<file path="config.mk">
export PLATFORM = sky130hd
export DESIGN_NAME = ctlBankI2c
export DESIGN_NICKNAME = d
export VERILOG_FILES = /design/src/rtl/ctlBankPkg.sv /design/src/rtl/ctlBankSync.sv /design/src/rtl/ctlBankFsm.sv /design/src/rtl/ctlBankDatapath.sv /design/src/rtl/ctlBankI2c.sv
export SDC_FILE = /design/constraint.sdc
export NUM_CORES = 1
export LEC_CHECK = 0
export BUFFER_PORTS_ARGS = -buffer_cell sky130_fd_sc_hd__buf_2
export CORE_ASPECT_RATIO = 1.75
export CORE_MARGIN = 10
export CORE_UTILIZATION = 58
export CTS_BUF_LIST = sky130_fd_sc_hd__clkbuf_4
export CTS_CLUSTER_DIAMETER = 60
export CTS_CLUSTER_SIZE = 12
export DETAILED_ROUTE_END_ITERATION = 6
export GPL_TIMING_DRIVEN = 0
export PLACE_DENSITY_LB_ADDON = 0.25
export SLEW_MARGIN = 30
export SYNTH_ARGS = -nofsm -noshare
export SYNTH_HDL_FRONTEND = slang
export SYNTH_HIERARCHICAL = 1
export SYNTH_SLANG_ARGS = --single-unit
</file>
<file path="constraint.sdc">
create_clock -name clk -period 2.51 [get_ports clk]
set_input_delay 0.1255 -clock clk [delete_from_list [all_inputs] [get_ports clk]]
set_output_delay 0.1255 -clock clk [all_outputs]
set_load 0.02 [all_outputs]
</file>
<file path="src/rtl/ctlBankPkg.sv">
package ctlBankPkg;

  // Strobes issued by the control FSM to the datapath
  typedef struct packed {
    logic shiftEn;   // shift one sampled SDA bit into the byte register
    logic loadPtr;   // load the group index from the received byte
    logic writeGrp;  // commit the received byte to the current group
  } ctlStrobeT;

  typedef enum logic [2:0] {
    M_IDLE,
    M_ADDR,
    M_SUB,
    M_DATA,
    M_SKIP
  } modeT;

  typedef enum logic [1:0] {
    P_RX,    // collecting the eight bits of a byte
    P_HOLD,  // eight bits in, waiting for SCL to fall
    P_ACK    // acknowledge clock in progress
  } phaseT;

endpackage

</file>
<file path="src/rtl/ctlBankSync.sv">
module ctlBankSync (
  input  logic clk,
  input  logic rstN,
  input  logic sclIn,
  input  logic sdaIn,
  output logic sclS,
  output logic sdaS,
  output logic sclRise,
  output logic sclFall,
  output logic startEv,
  output logic stopEv
);

  localparam int STAGES = 2;

  logic [STAGES-1:0] sclPipe;
  logic [STAGES-1:0] sdaPipe;
  logic sclPrev;
  logic sdaPrev;

  always_ff @(posedge clk or negedge rstN) begin
    if (!rstN) begin
      sclPipe <= '1;
      sdaPipe <= '1;
      sclPrev <= 1'b1;
      sdaPrev <= 1'b1;
    end else begin
      sclPipe <= {sclPipe[STAGES-2:0], sclIn};
      sdaPipe <= {sdaPipe[STAGES-2:0], sdaIn};
      sclPrev <= sclPipe[STAGES-1];
      sdaPrev <= sdaPipe[STAGES-1];
    end
  end

  assign sclS    = sclPipe[STAGES-1];
  assign sdaS    = sdaPipe[STAGES-1];
  assign sclRise = sclS & ~sclPrev;
  assign sclFall = ~sclS & sclPrev;
  assign startEv = sclS & sclPrev & sdaPrev & ~sdaS;
  assign stopEv  = sclS & sclPrev & ~sdaPrev & sdaS;

endmodule

</file>
<file path="src/rtl/ctlBankFsm.sv">
module ctlBankFsm
  import ctlBankPkg::*;
(
  input  logic      clk,
  input  logic      rstN,
  input  logic      sclRise,
  input  logic      sclFall,
  input  logic      startEv,
  input  logic      stopEv,
  input  logic      addrHit,
  input  logic      subOk,
  input  logic      ptrOk,
  output ctlStrobeT strobes,
  output logic      sdaOeN,
  output logic      skipMode
);

  localparam int BITS_PER_BYTE = 8;
  localparam int CNT_W = $clog2(BITS_PER_BYTE);
  localparam logic [CNT_W-1:0] LAST_BIT = CNT_W'(BITS_PER_BYTE - 1);

  modeT  mode;
  phaseT phase;
  logic [CNT_W-1:0] bitCnt;
  logic ackFlag;
  logic rxActive;
  logic busEvent;
  logic ackDecide;
  logic ackEnd;
  modeT modeAfterAck;

  assign busEvent = startEv | stopEv;
  assign rxActive = (mode == M_ADDR) || (mode == M_SUB) || (mode == M_DATA);
  assign ackEnd   = (phase == P_ACK) && sclFall && !busEvent;

  always_comb begin
    case (mode)
      M_ADDR:  ackDecide = addrHit;
      M_SUB:   ackDecide = subOk;
      M_DATA:  ackDecide = ptrOk;
      default: ackDecide = 1'b0;
    endcase
  end

  always_comb begin
    case (mode)
      M_ADDR:  modeAfterAck = M_SUB;
      M_SUB:   modeAfterAck = M_DATA;
      M_DATA:  modeAfterAck = M_DATA;
      default: modeAfterAck = M_SKIP;
    endcase
  end

  always_ff @(posedge clk or negedge rstN) begin
    if (!rstN) begin
      mode    <= M_IDLE;
      phase   <= P_RX;
      bitCnt  <= '0;
      ackFlag <= 1'b0;
    end else if (stopEv) begin
      mode    <= M_IDLE;
      phase   <= P_RX;
      bitCnt  <= '0;
      ackFlag <= 1'b0;
    end else if (startEv) begin
      mode    <= M_ADDR;
      phase   <= P_RX;
      bitCnt  <= '0;
      ackFlag <= 1'b0;
    end else begin
      case (phase)
        P_RX: begin
          if (sclRise && rxActive) begin
            if (bitCnt == LAST_BIT) begin
              bitCnt  <= '0;
              phase   <= P_HOLD;
              ackFlag <= ackDecide;
            end else begin
              bitCnt <= bitCnt + 1'b1;
            end
          end
        end
        P_HOLD: begin
          if (sclFall) phase <= P_ACK;
        end
        P_ACK: begin
          if (sclFall) begin
            phase   <= P_RX;
            ackFlag <= 1'b0;
            mode    <= ackFlag ? modeAfterAck : M_SKIP;
          end
        end
        default: phase <= P_RX;
      endcase
    end
  end

  always_comb begin
    strobes.shiftEn  = (phase == P_RX) && sclRise && rxActive && !busEvent;
    strobes.loadPtr  = ackEnd && ackFlag && (mode == M_SUB);
    strobes.writeGrp = ackEnd && ackFlag && (mode == M_DATA);
  end

  assign sdaOeN   = !((phase == P_ACK) && ackFlag);
  assign skipMode = (mode == M_SKIP);

endmodule

</file>
<file path="src/rtl/ctlBankDatapath.sv">
module ctlBankDatapath
  import ctlBankPkg::*;
#(
  parameter logic [6:0] DEV_ADDR   = 7'h42,
  parameter int         NUM_GROUPS = 6,
  parameter int         PTR_W      = $clog2(NUM_GROUPS + 1)
) (
  input  logic                    clk,
  input  logic                    rstN,
  input  logic                    sdaS,
  input  ctlStrobeT               strobes,
  output logic                    addrHit,
  output logic                    subOk,
  output logic                    ptrOk,
  output logic [PTR_W-1:0]        ptrVal,
  output logic [NUM_GROUPS*8-1:0] grpFlat
);

  localparam logic [7:0]       GRP_LIM = 8'(NUM_GROUPS);
  localparam logic [PTR_W-1:0] PTR_LIM = PTR_W'(NUM_GROUPS);

  logic [7:0] shiftReg;
  logic [7:0] byteNext;
  logic [PTR_W-1:0] ptr;

  assign byteNext = {shiftReg[6:0], sdaS};
  assign addrHit  = (byteNext[7:1] == DEV_ADDR) && !byteNext[0];
  assign subOk    = byteNext < GRP_LIM;
  assign ptrOk    = ptr < PTR_LIM;
  assign ptrVal   = ptr;

  always_ff @(posedge clk or negedge rstN) begin
    if (!rstN) begin
      shiftReg <= '0;
    end else if (strobes.shiftEn) begin
      shiftReg <= byteNext;
    end
  end

  always_ff @(posedge clk or negedge rstN) begin
    if (!rstN) begin
      ptr <= '0;
    end else if (strobes.loadPtr) begin
      ptr <= shiftReg[PTR_W-1:0];
    end else if (strobes.writeGrp && ptrOk) begin
      ptr <= ptr + 1'b1;
    end
  end

  for (genvar g = 0; g < NUM_GROUPS; g++) begin : gGroup
    logic [7:0] grpReg;
    always_ff @(posedge clk or negedge rstN) begin
      if (!rstN) begin
        grpReg <= 8'h00;
      end else if (strobes.writeGrp && (ptr == PTR_W'(g))) begin
        grpReg <= shiftReg;
      end
    end
    assign grpFlat[g*8 +: 8] = grpReg;
  end

endmodule

</file>
<file path="src/rtl/ctlBankI2c.sv">
module ctlBankI2c
  import ctlBankPkg::*;
#(
  parameter logic [6:0] DEV_ADDR   = 7'h42,
  parameter int         NUM_GROUPS = 6
) (
  input  logic                    clk,
  input  logic                    rstN,
  input  logic                    sclIn,
  input  logic                    sdaIn,
  output logic                    sdaOeN,
  output logic [NUM_GROUPS*8-1:0] grpFlat
);

  localparam int PTR_W = $clog2(NUM_GROUPS + 1);

  logic sclSync, sdaSync, sclRise, sclFall, startEv, stopEv;
  logic addrHit, subOk, ptrOk, skipMode;
  logic [PTR_W-1:0] ptrVal;
  ctlStrobeT strobes;

  ctlBankSync sync_i (
    .clk(clk), .rstN(rstN), .sclIn(sclIn), .sdaIn(sdaIn),
    .sclS(sclSync), .sdaS(sdaSync), .sclRise(sclRise), .sclFall(sclFall),
    .startEv(startEv), .stopEv(stopEv)
  );

  ctlBankFsm fsm_i (
    .clk(clk), .rstN(rstN), .sclRise(sclRise), .sclFall(sclFall),
    .startEv(startEv), .stopEv(stopEv), .addrHit(addrHit), .subOk(subOk),
    .ptrOk(ptrOk), .strobes(strobes), .sdaOeN(sdaOeN), .skipMode(skipMode)
  );

  ctlBankDatapath #(
    .DEV_ADDR(DEV_ADDR), .NUM_GROUPS(NUM_GROUPS), .PTR_W(PTR_W)
  ) dp_i (
    .clk(clk), .rstN(rstN), .sdaS(sdaSync), .strobes(strobes),
    .addrHit(addrHit), .subOk(subOk), .ptrOk(ptrOk), .ptrVal(ptrVal),
    .grpFlat(grpFlat)
  );

endmodule

</file>
* Word level (Yosys, flattened, before mapping)
Cells that the tools add are included.
Storage, ports and cells: register bits 74, bits of input ports 4, output and inout bits 49
Operators by class: add/sub/neg operators 2, $lt $le $gt $ge 2, eq/ne operators 16, mux-type cells 27, bitwise logic cells 12, reduce and logical (&&, ||, !) cells 36
Operators with widths (number):
- 3-bit 2-to-1 mux | 12
- 1-bit logical AND | 18
- 4-bit by 1-bit inequality test with 1-bit output, second input constant | 4
- 3-bit by 2-bit equality test with 1-bit output, second input constant | 4
- 2-bit 2-to-1 mux | 6
- 3-bit nonzero test | 4
- 3-bit equality test, second input constant | 3
- 8-bit by 3-bit < comparator with 1-bit output, second input constant | 1
- 4-bit AND reduction | 2
- 1-bit bitwise AND | 7
- 7-bit equality test, second input constant | 1
- 3-bit by 1-bit adder with 3-bit output, second input constant | 2
- 3-bit by 1-bit equality test with 1-bit output, second input constant | 2
- 2-bit one-hot mux with 3 select lines | 1
- 3-bit one-hot mux with 2 select lines | 1
- 1-bit 2-to-1 mux | 5
- 1-bit inverter | 4
- 2-bit AND reduction | 2
- 4-bit nonzero test | 1
- 1-bit logical NOT | 3
- 3-bit logical NOT | 1
- 3-bit < comparator, second input constant | 1
- 1-bit one-hot mux with 3 select lines | 1
- 2-bit by 1-bit equality test with 1-bit output, second input constant | 1
- 7 further kinds | 8

* Depth between registers and ports, before layout
Gate-level depths: netlist of run 1.
depth in word-level cells 11, mapped depth 8, depth with buffers taken out 7

* Hierarchy
Netlist of run 1, hierarchy kept.
Modules (own cells, without submodules):
- ctlBankDatapath | times used 1, cells an instance 154, area each 2391.0 um2
- ctlBankFsm | times used 1, cells an instance 62, area each 595.6 um2
- ctlBankSync | times used 1, cells an instance 10, area each 190.2 um2

* Least setup slack after synthesis of run 1
Ideal clock, no wire load.
path type register -> register, start register sync_i.sclPrev, end register dp_i.gGroup[1].grpReg[1], arrival time 2.119 ns, required time 2.382 ns, slack 0.263 ns, cell stages (with the launch flop) 9, buffers on the path 1, period minus slack after synthesis 2.247 ns, cell sequence dfstp_2 > nor2b_1 > and3b_1 > nand3_1 > nor4b_2 > buf_4 > nor2b_4 > nand2_2 > mux2_1
RTL lines:
- start, declared | line ctlBankSync.sv:18 | logic sclPrev;
- start signal, assigned | line ctlBankSync.sv:30 | sclPrev <= sclPipe[STAGES-1];
- end signal, assigned | line ctlBankDatapath.sv:56 | grpReg <= shiftReg;
- end, declared | line ctlBankDatapath.sv:51 | logic [7:0] grpReg;

==> metrics.log, run 1 <==
[metrics] max-slew violation count: 0
[metrics] required time of the worst setup path: 2.83 ns
[metrics] highest-delay cell along the critical path: dfstp_2
[metrics] Power per Cell Area: 619 nW/um^2
[metrics] fill cell count: 386
[metrics] synthesis-to-layout area growth: 16.9%
[metrics] core area: 5300 sq um
[metrics] type of element launching the critical path: register
[metrics] highest fanout seen on the critical path: 8
[metrics] Final TNS setup: 0 ns
[metrics] via/cell ratio: 5.27
[metrics] Antenna Cells: 0
[metrics] setup repair after global routing missed its margin: yes
[metrics] number of detailed-route iterations in the first pass: 4
[metrics] Worst Path Class, Setup: reg2reg
[metrics] dpl cells: 352
[metrics] x dimension of the die: 75.9 microns
[metrics] Net count, final: 303
[metrics] DP Wirelength: 4670 microns
[metrics] remaining routing DRC violations: 0
[metrics] startpoint of the worst register-to-register path: sync_i/sclPrev
[metrics] FF-to-FF End: dp_i/gGroup[1].grpReg[1]
[metrics] clock latency at the later pin of the worst-skew pair: 0.43 ns
[metrics] H-tree Lvls: 3
[metrics] relative max-transition margin: 0.448
[metrics] starting density of the core: 0.598
[metrics] P_leak: 1.96 nW
[metrics] leading cell type in the layout, fill and taps excluded: dfrtp_1
[metrics] slack of the worst reg-to-reg path: 0.09 ns
[metrics] type of the most critical hold path: in2async
[metrics] endpoints failing hold: 0
[metrics] Final GP Congestion: 0.822
[metrics] gate count of the mapped netlist: 225
[metrics] Clock transition at path regs: 0.12 ns
[metrics] number of CTS-inserted buffers: 9
[metrics] Routed Antenna Nets: 0
[metrics] total grt overflow: 0
[metrics] syn nets: 236
[metrics] synthesized area per cell: 14.1 sq um
[metrics] Die Ht: 118 microns
[metrics] number of max-cap violations: 0
[metrics] measured slew at the worst slew-check pin: 0.820 ns
[metrics] total setup violations reported at the end of the flow: 0
[metrics] Max Clk Rate: 413 MHz
[metrics] Root Buffer Master: clkbuf_4
[metrics] multi-input logic area: 1240 sq um
[metrics] Final Power: 2.29 mW
[metrics] final worst path period need: 2.42 ns
[metrics] result of the run: finished, final reports clean
[metrics] die footprint: 8940 sq um
[metrics] count of vias placed by the detailed router: 1,955
[metrics] WL per Instance: 17.4 microns
[metrics] Max VDD drop: 0.377 mV
[metrics] final worst setup slack: 0.0900 ns
[metrics] CP most frequent cell: nor2b_4
[metrics] GRT Util Overall: 0.161
[metrics] final-layout worst hold slack: 0.113 ns
[metrics] crit path buf inv count: 1
[metrics] clock sink total: 74
[metrics] number of buffers on the longest clock path: 2
[metrics] final worst clock skew: 0.0101 ns
[metrics] series of cell instances along the critical path: nor2b_4 -> and3b_2 -> nand3_1 -> nor4b_2 -> buf_4 -> nor2b_4 -> nand2_2 -> mux2_1
[metrics] netlist area before placement: 3170 sq um
[metrics] via count of the first global-routing pass: 2,100
[metrics] number of antenna violations at the first check in global routing: 0
[metrics] Worst Path Arrival: 2.74 ns
[metrics] Crit path max-delay family: simple AND/OR/NAND/NOR gates
[metrics] post-route core utilization: 0.699
[metrics] Total Routed Length: 6450 microns
[metrics] Initial DRC Count: 81
[metrics] final period utilization: 0.964
[metrics] filler-free cell count of the finished design: 371
[metrics] Worst Setup Slack post-DPL: -0.0837 ns
[metrics] Stages on worst setup path: 8
[metrics] maximum number of pins on one net before global-route repair: 54
[metrics] number of input and output port buffers inserted: 52
[metrics] Non-Filler Cell Area, Final: 3700 sq um
[metrics] TritonCTS clock tree: done
[metrics] area taken by flip-flops and latches: 1860 sq um
[metrics] first-pass GRT wire length: 10,800 microns
[metrics] total cell area at the placement stage: 3550 sq um
[metrics] number of top-level pins: 53
[metrics] kind of end point of the critical path: register
[metrics] worst r2r path cells: 8
[metrics] Ys Warns: 6
[metrics] longest individual stage delay on the worst path: 0.57 ns
[metrics] leading cell types in the layout, fill and taps excluded: dfrtp_1, mux2_2, buf_2
[metrics] Row Count: 35
[metrics] layout cells sized above 1: 0.522
==> sequential cells by signal (all words and copies together) (netlist names), 2 cells and up <==
name	flops
fsm_i/bitCnt	3
sync_i/sdaPipe	2
sync_i/sclPipe	2
dp_i/shiftReg	8
fsm_i/phase	2
dp_i/ptrVal	3
fsm_i/mode	3
dp_i/gGroup.grpReg	48
==> cell type report <==
type / count / area share
multi-input cells: 136 / 0.334
inverters: 4 / 0.00405
flip-flops and latches: 74 / 0.502
clock inverters: 7 / 0.0122
plain buffers: 11 / 0.0179
clock buffers: 9 / 0.0182
well taps: 74 / 0.0250
repair buffers: 56 / 0.0865
==> timing repair <==
action                     CTS  global route
setup endpoints to repair   32            43
hold buffers                 3             0
resized for setup            1             2
hold endpoints to repair    76             0
pin swaps                    0             0
setup buffers                0             0
==> worst register-to-register path, delay by kind of cell, from the launching register on <==
kind          cells  cell delay, ns
mux               1            0.36
flops             1            0.57
simple gates      6            1.19
buf+inv           1            0.20
==> worst max path at each step <==
stage	slack (ns)	to	start
2_1_floorplan	0.26	dp_i/gGroup[1].grpReg[1]	sync_i/sclPrev
5_1_grt	-0.05	dp_i/gGroup[0].grpReg[5]	sync_i/sclPrev
3_3_place_gp	-0.03	dp_i/gGroup[1].grpReg[1]	sync_i/sclPrev
3_5_place_dp	-0.08	dp_i/gGroup[1].grpReg[1]	sync_i/sclPrev
4_1_cts	0.007	dp_i/gGroup[1].grpReg[1]	sync_i/sclPrev
6_report	0.09	dp_i/gGroup[1].grpReg[1]	sync_i/sclPrev
==> metal layers <==
layer / global-route usage / vias to the layer above / share of wire
met5: 0 / - / 0
met1: 0.176 / 977 / 0.38
li1: - / 931 / -
met2: 0.265 / 32 / 0.55
met3: 0.0549 / 15 / 0.037
met4: 0.0771 / 0 / 0.031
==> power by group <==
| group | internal [mW] | total, mW | switching [mW] |
|---|---|---|---|
| logic | 0.142 | 0.315 | 0.173 |
| clock network | 0.199 | 0.623 | 0.424 |
| registers | 1.27 | 1.35 | 0.0843 |
| total | 1.61 | 2.29 | 0.681 |
Power figures use the tool's default switching activity.
==> run 2, diff against run 1 <==
CTS_CLUSTER_DIAMETER = not set   (was 60)
SYNTH_HIERARCHICAL = not set   (was 1)
==> metrics.log, run 2 <==
[metrics] result of the run: finished, final reports clean
[metrics] final worst path period need: 2.04 ns (-0.379 ns)
[metrics] flop and latch count out of synthesis: 74
[metrics] Final GP Congestion: 0.836 (+1.7%)
[metrics] layout cells sized above 1: 0.512 (-0.00986)
[metrics] highest fanout seen on the critical path: 10 (+2)
[metrics] leading register cell type out of synthesis: dfrtp_1
[metrics] remaining routing DRC violations: 0 (unchanged)
[metrics] number of top-level pins: 53 (unchanged)
[metrics] number of buffers on the longest clock path: 2 (unchanged)
[metrics] final period utilization: 0.813 (-0.151)
[metrics] via count of the first global-routing pass: 2,122 (+1.0%)
[metrics] first-pass GRT wire length: 10,700 microns (-0.64%)
[metrics] relative max-transition margin: 0.657 (+0.209)
[metrics] Final TNS setup: 0 ns (unchanged)
[metrics] GRT Util Overall: 0.163 (+0.00136)
[metrics] core area: 5260 sq um (-0.83%)
[metrics] Clock transition at path regs: 0.12 ns (about the same)
[metrics] final-layout worst hold slack: 0.162 ns (+0.0493 ns)
[metrics] startpoint of the worst register-to-register path: fsm_i.phase[0]
[metrics] cell with the most instances after synthesis: dfrtp_1
[metrics] worst r2r path cells: 4 (-4)
[metrics] most instantiated cells after synthesis: dfrtp_1, mux2_2, nand2_1
[metrics] Row Count: 35 (unchanged)
[metrics] slack of the worst reg-to-reg path: 0.47 ns (+0.38 ns)
[metrics] largest cells by area after synthesis: dfrtp_1, mux2_2, dfstp_2
[metrics] final worst setup slack: 0.469 ns (+0.379 ns)
[metrics] netlist area before placement: 3130 sq um (-1.4%)
[metrics] clock latency at the later pin of the worst-skew pair: 0.42 ns (about the same)
[metrics] top cell type by total area after synthesis: dfrtp_1
[metrics] gate count of the mapped netlist: 219 (-2.7%)
[metrics] type of element launching the critical path: register
[metrics] fraction of the yosys area taken by sequential cells: 0.595
[metrics] endpoints failing hold: 0 (unchanged)
[metrics] synthesis-to-layout area growth: 16.7%
[metrics] number of CTS-inserted buffers: 9 (unchanged)
[metrics] max-slew violation count: 0 (unchanged)
[metrics] Initial DRC Count: 93 (+15%)
[metrics] Root Buffer Master: clkbuf_4
[metrics] Worst Setup Slack post-DPL: 0.485 ns (+0.568 ns)
[metrics] fill cell count: 396 (+2.6%)
[metrics] type of the most critical hold path: in2async
[metrics] H-tree Lvls: 3 (unchanged)
[metrics] Power per Cell Area: 702 nW/um^2 (+13%)
[metrics] Worst Path Arrival: 2.34 ns (-0.40 ns)
[metrics] Total Routed Length: 6450 microns (about the same)
[metrics] clock sink total: 74 (unchanged)
[metrics] post-route core utilization: 0.694 (-0.00465)
[metrics] Max VDD drop: 0.520 mV (+38%)
[metrics] FF-to-FF End: dp_i.shiftReg[3]
[metrics] Ys Warns: 0 (-6)
[metrics] Max Clk Rate: 490 MHz (+19%)
[metrics] Final Power: 2.56 mW (+12%)
[metrics] DP Wirelength: 4780 microns (+2.4%)
[metrics] via/cell ratio: 5.62 (+6.7%)
[metrics] Net count, final: 297 (-2.0%)
[metrics] final worst clock skew: 0.0117 ns (+0.00152 ns)
[metrics] number of max-cap violations: 0 (unchanged)
[metrics] number of input and output port buffers inserted: 52 (unchanged)
[metrics] Routed Antenna Nets: 0 (unchanged)
[metrics] required time of the worst setup path: 2.81 ns (-0.02 ns)
[metrics] total setup violations reported at the end of the flow: 0 (unchanged)
[metrics] total grt overflow: 0 (unchanged)
[metrics] syn nets: 230 (-2.5%)
[metrics] maximum number of pins on one net before global-route repair: 45 (-17%)
[metrics] measured slew at the worst slew-check pin: 0.514 ns (-0.306 ns)
[metrics] area share of the largest cell type after synthesis: 0.544
[metrics] Worst Path Class, Setup: reg2reg
[metrics] TritonCTS clock tree: done
[metrics] leading cell type in the layout, fill and taps excluded: dfrtp_1
[metrics] setup repair after global routing missed its margin: no
[metrics] x dimension of the die: 75.5 microns (-0.51%)
[metrics] WL per Instance: 18.6 microns (+7.2%)
[metrics] post-cts repair resize count: 0 (-1)
[metrics] number of detailed-route iterations in the first pass: 4 (unchanged)
[metrics] number of library cell types mapped by synthesis: 40
[metrics] Antenna Cells: 0 (unchanged)
[metrics] setup bufs post-CTS: 0 (unchanged)
[metrics] leading cell types in the layout, fill and taps excluded: dfrtp_1, mux2_2, buf_2
[metrics] number of antenna violations at the first check in global routing: 0 (unchanged)
[metrics] starting density of the core: 0.595 (-0.00335)
[metrics] register name with the most flops: dp_i.gGroup.grpReg
[metrics] Largest regs: dp_i.gGroup.grpReg: 48 flops, dp_i.shiftReg: 8 flops
[metrics] count of vias placed by the detailed router: 1,946 (-0.46%)
[metrics] hold buffer count at cts: 3 (unchanged)
[metrics] max reg flops: 48 (unchanged)
[metrics] Post-synth ARST share: 1.00
[metrics] die footprint: 8840 sq um (-1.1%)
[metrics] EDFF count, synth: 0
[metrics] Die Ht: 117 microns (-0.57%)
[metrics] synthesized area per cell: 14.3 sq um (+1.3%)
[metrics] kind of end point of the critical path: register
[metrics] P_leak: 1.94 nW (-1.3%)
-- run 2: cell type report --
type	count	area, sq um	area share
flip-flops and latches	74	1860	0.510
multi-input cells	136	1220	0.335
repair buffers	56	313	0.0857
clock buffers	10	75.1	0.0206
well taps	55	68.8	0.0189
clock inverters	6	66.3	0.0182
plain buffers	6	32.5	0.00892
inverters	3	11.3	0.00309
-- run 2: critical path, cell delays in order, from the launching register on --
cell and delay [ns]:
dfrtp_1 0.45, or4_4 0.58, nor3b_4 0.38, buf_6 0.21, mux2_4 0.30
-- run 2: cells by family after synthesis --
group,synth area share
AOI/OAI and AO/OA,0.0388
and+or+nand+nor,0.102
adders and majority gates,0.0280
DFF,0.595
muxes,0.217
xor gates and xnor gates,0.00561
buffers and inverters,0.0140
-- run 2: layer usage --
metal / vias up / global-route usage / part of all wire
met5: - / 0 / 0
met3: 12 / 0.0304 / 0.025
met2: 40 / 0.278 / 0.55
met1: 974 / 0.184 / 0.41
met4: 0 / 0.0872 / 0.023
li1: 920 / - / -
-- run 2: where the power goes --
part           leakage [nW]  switching, mW  internal, mW  total (mW)
logic                 0.870          0.212         0.185       0.397
registers             0.996          0.142          1.29        1.43
clock network        0.0707          0.413         0.316       0.730
total                  1.94          0.767          1.80        2.56
-- run 2: how the worst max path moves through the flow --
stage / depth (start not counted) / startpoint / to / slack (ns)
3_5_place_dp: 4 / fsm_i.phase[0] / dp_i.shiftReg[4] / 0.48
5_1_grt: 6 / dp_i.shiftReg[2] / fsm_i.ackFlag / 0.26
4_1_cts: 4 / fsm_i.phase[0] / dp_i.shiftReg[1] / 0.47
3_3_place_gp: 4 / fsm_i.phase[0] / dp_i.shiftReg[4] / 0.51
6_report: 4 / fsm_i.phase[0] / dp_i.shiftReg[3] / 0.47
2_1_floorplan: 4 / fsm_i.phase[0] / dp_i.shiftReg[1] / 0.66
-- run 2: metrics by stage --
| step | cell area [sq um] | std cells |
|---|---|---|
| 2_1_floorplan | 3130 | 219 |
| 4_1_cts | 3650 | 346 |
| 3_5_place_dp | 3480 | 327 |
| 3_3_place_gp | 3450 | 326 |
| 5_1_grt | 3650 | 346 |
| 6_report | 3650 | 346 |
==> run 3, diff against run 2 <==
ABC_AREA = 1   (was not set)
CORE_UTILIZATION = 57   (was 58)
clock period = 2 ns   (was 2.51 ns; I/O delays follow)
==> metrics.log, run 3 <==
[metrics] required time of the worst setup path: 2.34 ns (-0.47 ns)
[metrics] number of detailed-route iterations in the first pass: 4 (unchanged)
[metrics] relative contribution of combinational cells to total power: 0.070 (-0.085)
[metrics] final worst clock skew: 0.0176 ns (+0.00591 ns)
[metrics] Antenna Cells: 0 (unchanged)
[metrics] H-tree Lvls: 3 (unchanged)
[metrics] via count of the first global-routing pass: 2,515 (+19%)
[metrics] Routed Antenna Nets: 0 (unchanged)
[metrics] Die Ht: 117 microns (-0.47%)
[metrics] highest fanout seen on the critical path: 10 (unchanged)
[metrics] max reg flops: 48 (unchanged)
[metrics] power share of the clock group: 0.424 (+0.139)
[metrics] kind of end point of the critical path: register
[metrics] clock sink total: 74 (unchanged)
[metrics] syn nets: 335 (+46%)
[metrics] via/cell ratio: 5.43 (-3.4%)
[metrics] EDFF count, synth: 0 (unchanged)
[metrics] cell-internal power: 2.38 mW (+32%)
[metrics] leading register cell type out of synthesis: dfrtp_1
[metrics] Worst Path Class, Setup: reg2reg
[metrics] Initial DRC Count: 120 (+29%)
[metrics] leading cell type in the layout, fill and taps excluded: nand2_1
[metrics] die footprint: 8760 sq um (-0.89%)
[metrics] WL per Instance: 16.1 microns (-14%)
[metrics] worst r2r path cells: 8 (+4)
[metrics] series of cell instances along the critical path: inv_1 -> nor2_4 -> nand3_2 -> nor3_4 -> buf_12 -> nand3_2 -> buf_2 -> o21ai_1
[metrics] Post-synth ARST share: 1.00 (unchanged)
[metrics] relative max-transition margin: 0.734 (+0.0766)
[metrics] flop and latch count out of synthesis: 74 (unchanged)
[metrics] longest individual stage delay on the worst path: 0.57 ns (about the same)
[metrics] Root Buffer Master: clkbuf_4
[metrics] number of top-level pins: 53 (unchanged)
[metrics] Largest regs: dp_i.gGroup.grpReg: 48 flops, dp_i.shiftReg: 8 flops
[metrics] number of CTS-inserted buffers: 9 (unchanged)
[metrics] number of library cell types mapped by synthesis: 21 (-48%)
[metrics] P_leak: 1.83 nW (-5.5%)
[metrics] Switching Share: 0.234 (-0.0655)
[metrics] Final Power: 3.10 mW (+21%)
[metrics] startpoint of the worst register-to-register path: sync_i.sclPrev
[metrics] global routing met2 resource utilization: 0.314 (+0.0357)
[metrics] slack of the worst reg-to-reg path: 0.14 ns (-0.33 ns)
[metrics] first-pass GRT wire length: 12,000 microns (+12%)
[metrics] measured slew at the worst slew-check pin: 0.399 ns (-0.115 ns)
[metrics] setup repair after global routing missed its margin: no
[metrics] number of buffers on the longest clock path: 2 (unchanged)
[metrics] met1 usage: 0.202 (+0.0180)
[metrics] endpoints failing hold: 0 (unchanged)
[metrics] netlist area before placement: 3040 sq um (-2.8%)
[metrics] maximum number of pins on one net before global-route repair: 46 (+2.2%)
[metrics] area share of the largest cell type after synthesis: 0.560 (+0.0159)
[metrics] x dimension of the die: 75.2 microns (-0.42%)
[metrics] final period utilization: 0.931 (+0.118)
[metrics] share of power burned in registers: 0.506 (-0.054)
[metrics] Worst Setup Slack post-DPL: -0.0480 ns (-0.533 ns)
[metrics] most instantiated cells after synthesis: nand2_1, dfrtp_1, o21ai_0
[metrics] Clock transition at path regs: 0.12 ns (about the same)
[metrics] power spent charging and discharging nets: 725 uW (-5.4%)
[metrics] highest-delay cell along the critical path: dfstp_2
[metrics] type of the most critical hold path: in2async
[metrics] synthesized area per cell: 9.37 sq um (-34%)
[metrics] remaining routing DRC violations: 0 (unchanged)
[metrics] clock latency at the later pin of the worst-skew pair: 0.43 ns (about the same)
[metrics] register name with the most flops: dp_i.gGroup.grpReg
[metrics] number of antenna violations at the first check in global routing: 0 (unchanged)
[metrics] final worst setup slack: 0.138 ns (-0.332 ns)
[metrics] result of the run: finished, final reports clean
[metrics] number of input and output port buffers inserted: 52 (unchanged)
[metrics] Row Count: 35 (unchanged)
[metrics] largest cells by area after synthesis: dfrtp_1, nand2_1, o21ai_0
[metrics] count of vias placed by the detailed router: 2,451 (+26%)
[metrics] fraction of the yosys area taken by sequential cells: 0.612 (+0.0174)
[metrics] GRT Util Overall: 0.183 (+0.0205)
[metrics] CP most frequent cell: nand3_2
[metrics] leading cell types in the layout, fill and taps excluded: nand2_1, dfrtp_1, buf_2
[metrics] gate count of the mapped netlist: 324 (+48%)
[metrics] met3 track utilization from global routing: 0.0578 (+0.0274)
[metrics] Max Clk Rate: 537 MHz (+9.6%)
[metrics] total setup violations reported at the end of the flow: 0 (unchanged)
[metrics] synthesis-to-layout area growth: 20.4%
[metrics] DP Wirelength: 5120 microns (+7.0%)
[metrics] starting density of the core: 0.583 (-0.0120)
[metrics] busiest layer in global routing: met2
[metrics] Power per Cell Area: 848 nW/um^2 (+21%)
[metrics] max-slew violation count: 0 (unchanged)
[metrics] top cell type by total area after synthesis: dfrtp_1
[metrics] Total Routed Length: 7240 microns (+12%)
[metrics] layout cells sized above 1: 0.230 (-0.282)
[metrics] Worst Path Arrival: 2.20 ns (-0.14 ns)
[metrics] Final GP Congestion: 0.853 (+2.1%)
[metrics] FF-to-FF End: dp_i.gGroup[5].grpReg[5]
[metrics] number of max-cap violations: 0 (unchanged)
[metrics] final worst path period need: 1.86 ns (-0.178 ns)
[metrics] Max VDD drop: 0.634 mV (+22%)
[metrics] total grt overflow: 0 (unchanged)
[metrics] Net count, final: 402 (+35%)
[metrics] TritonCTS clock tree: done
[metrics] cell with the most instances after synthesis: nand2_1
[metrics] Ys Warns: 0 (unchanged)
[metrics] type of element launching the critical path: register
[metrics] core area: 5210 sq um (-0.83%)
run 3: changes by cell type after synthesis, sizes merged, moves of 3 or more:
cell and change:
o21ai +59, nand2 +79, nor2 +13, nand3b -3, inv +27, nor3b -3, nand3 +9, mux2 -57
run 3: worst max path at each step:
stage	from	end	slack, ns
global placement	sync_i.sclPrev	dp_i.gGroup[4].grpReg[4]	-0.0008
finish	sync_i.sclPrev	dp_i.gGroup[5].grpReg[5]	0.14
detailed placement	sync_i.sclPrev	dp_i.gGroup[3].grpReg[5]	-0.05
CTS	sync_i.sclPrev	dp_i.gGroup[3].grpReg[5]	0.01
floorplan	sync_i.sclPrev	dp_i.gGroup[0].grpReg[6]	0.27
global route	sync_i.sclPrev	dp_i.gGroup[5].grpReg[5]	0.006
run 3: power groups by stage:
stage / Clock (mW) / Sequential (mW) / Combinational, mW
2_1_floorplan: 0 / 1.59 / 0.129
3_3_place_gp: 0 / 1.60 / 0.198
3_5_place_dp: 0 / 1.60 / 0.209
4_1_cts: 1.32 / 1.57 / 0.214
5_1_grt: 1.39 / 1.58 / 0.249
6_report: 1.31 / 1.57 / 0.217
run 3: critical path, delay by kind of cell (launching register included):
| kind | cells | cell delay, ns |
|---|---|---|
| AO/OA/AOI/OAI | 1 | 0.18 |
| buffers and inverters | 3 | 0.43 |
| flip-flops | 1 | 0.57 |
| AND/OR/NAND/NOR | 4 | 0.59 |
run 3: through the flow:
step / setup TNS, ns / instance area, sq um / cells / hold slack, ns / utilization
6_report: 0 / 3660 / 451 / 0.142 / 0.702
5_1_grt: 0 / 3660 / 451 / 0.153 / 0.702
3_3_place_gp: -0.00135 / 3370 / 431 / 0.206 / 0.646
4_1_cts: 0 / 3650 / 452 / 0.144 / 0.701
2_1_floorplan: 0 / 3040 / 324 / -0.196 / -
3_5_place_dp: -0.152 / 3390 / 432 / 0.0562 / 0.650
run 3: area by class of cell:
cell class              count  area (sq um)
well taps                  55          68.8
clock inverters             6           138
clock buffers              10          75.1
multi-input cells         213          1040
fillers                   424          1550
inverters                  30           113
flip-flops and latches     74          1860
plain buffers               6          33.8
repair buffers             57           333
run 3: cell families (layout without fill, tap and decap cells):
| logic type | after synthesis | count (layout) | share of synthesized area |
|---|---|---|---|
| compound gates | 75 | 75 | 0.127 |
| fa+ha+maj | 7 | 7 | 0.0288 |
| buf+inv | 37 | 109 | 0.0478 |
| flops | 74 | 74 | 0.612 |
| simple gates | 131 | 131 | 0.184 |
run 3: per-layer routing:
layer	wire, microns	up-vias
met5	0	-
met4	117	0
met3	344	10
met2	3990	62
met1	2780	1194
li1	-	1185
run 3: repair_timing:
item | in CTS | in global routing
buffers inserted | 1 | 0
setup endpoints to repair | 15 | 48
resized for setup | 0 | 6
hold buffers | 3 | 0
endpoints found under the hold margin | 74 | 0
pin swaps | 1 | 1
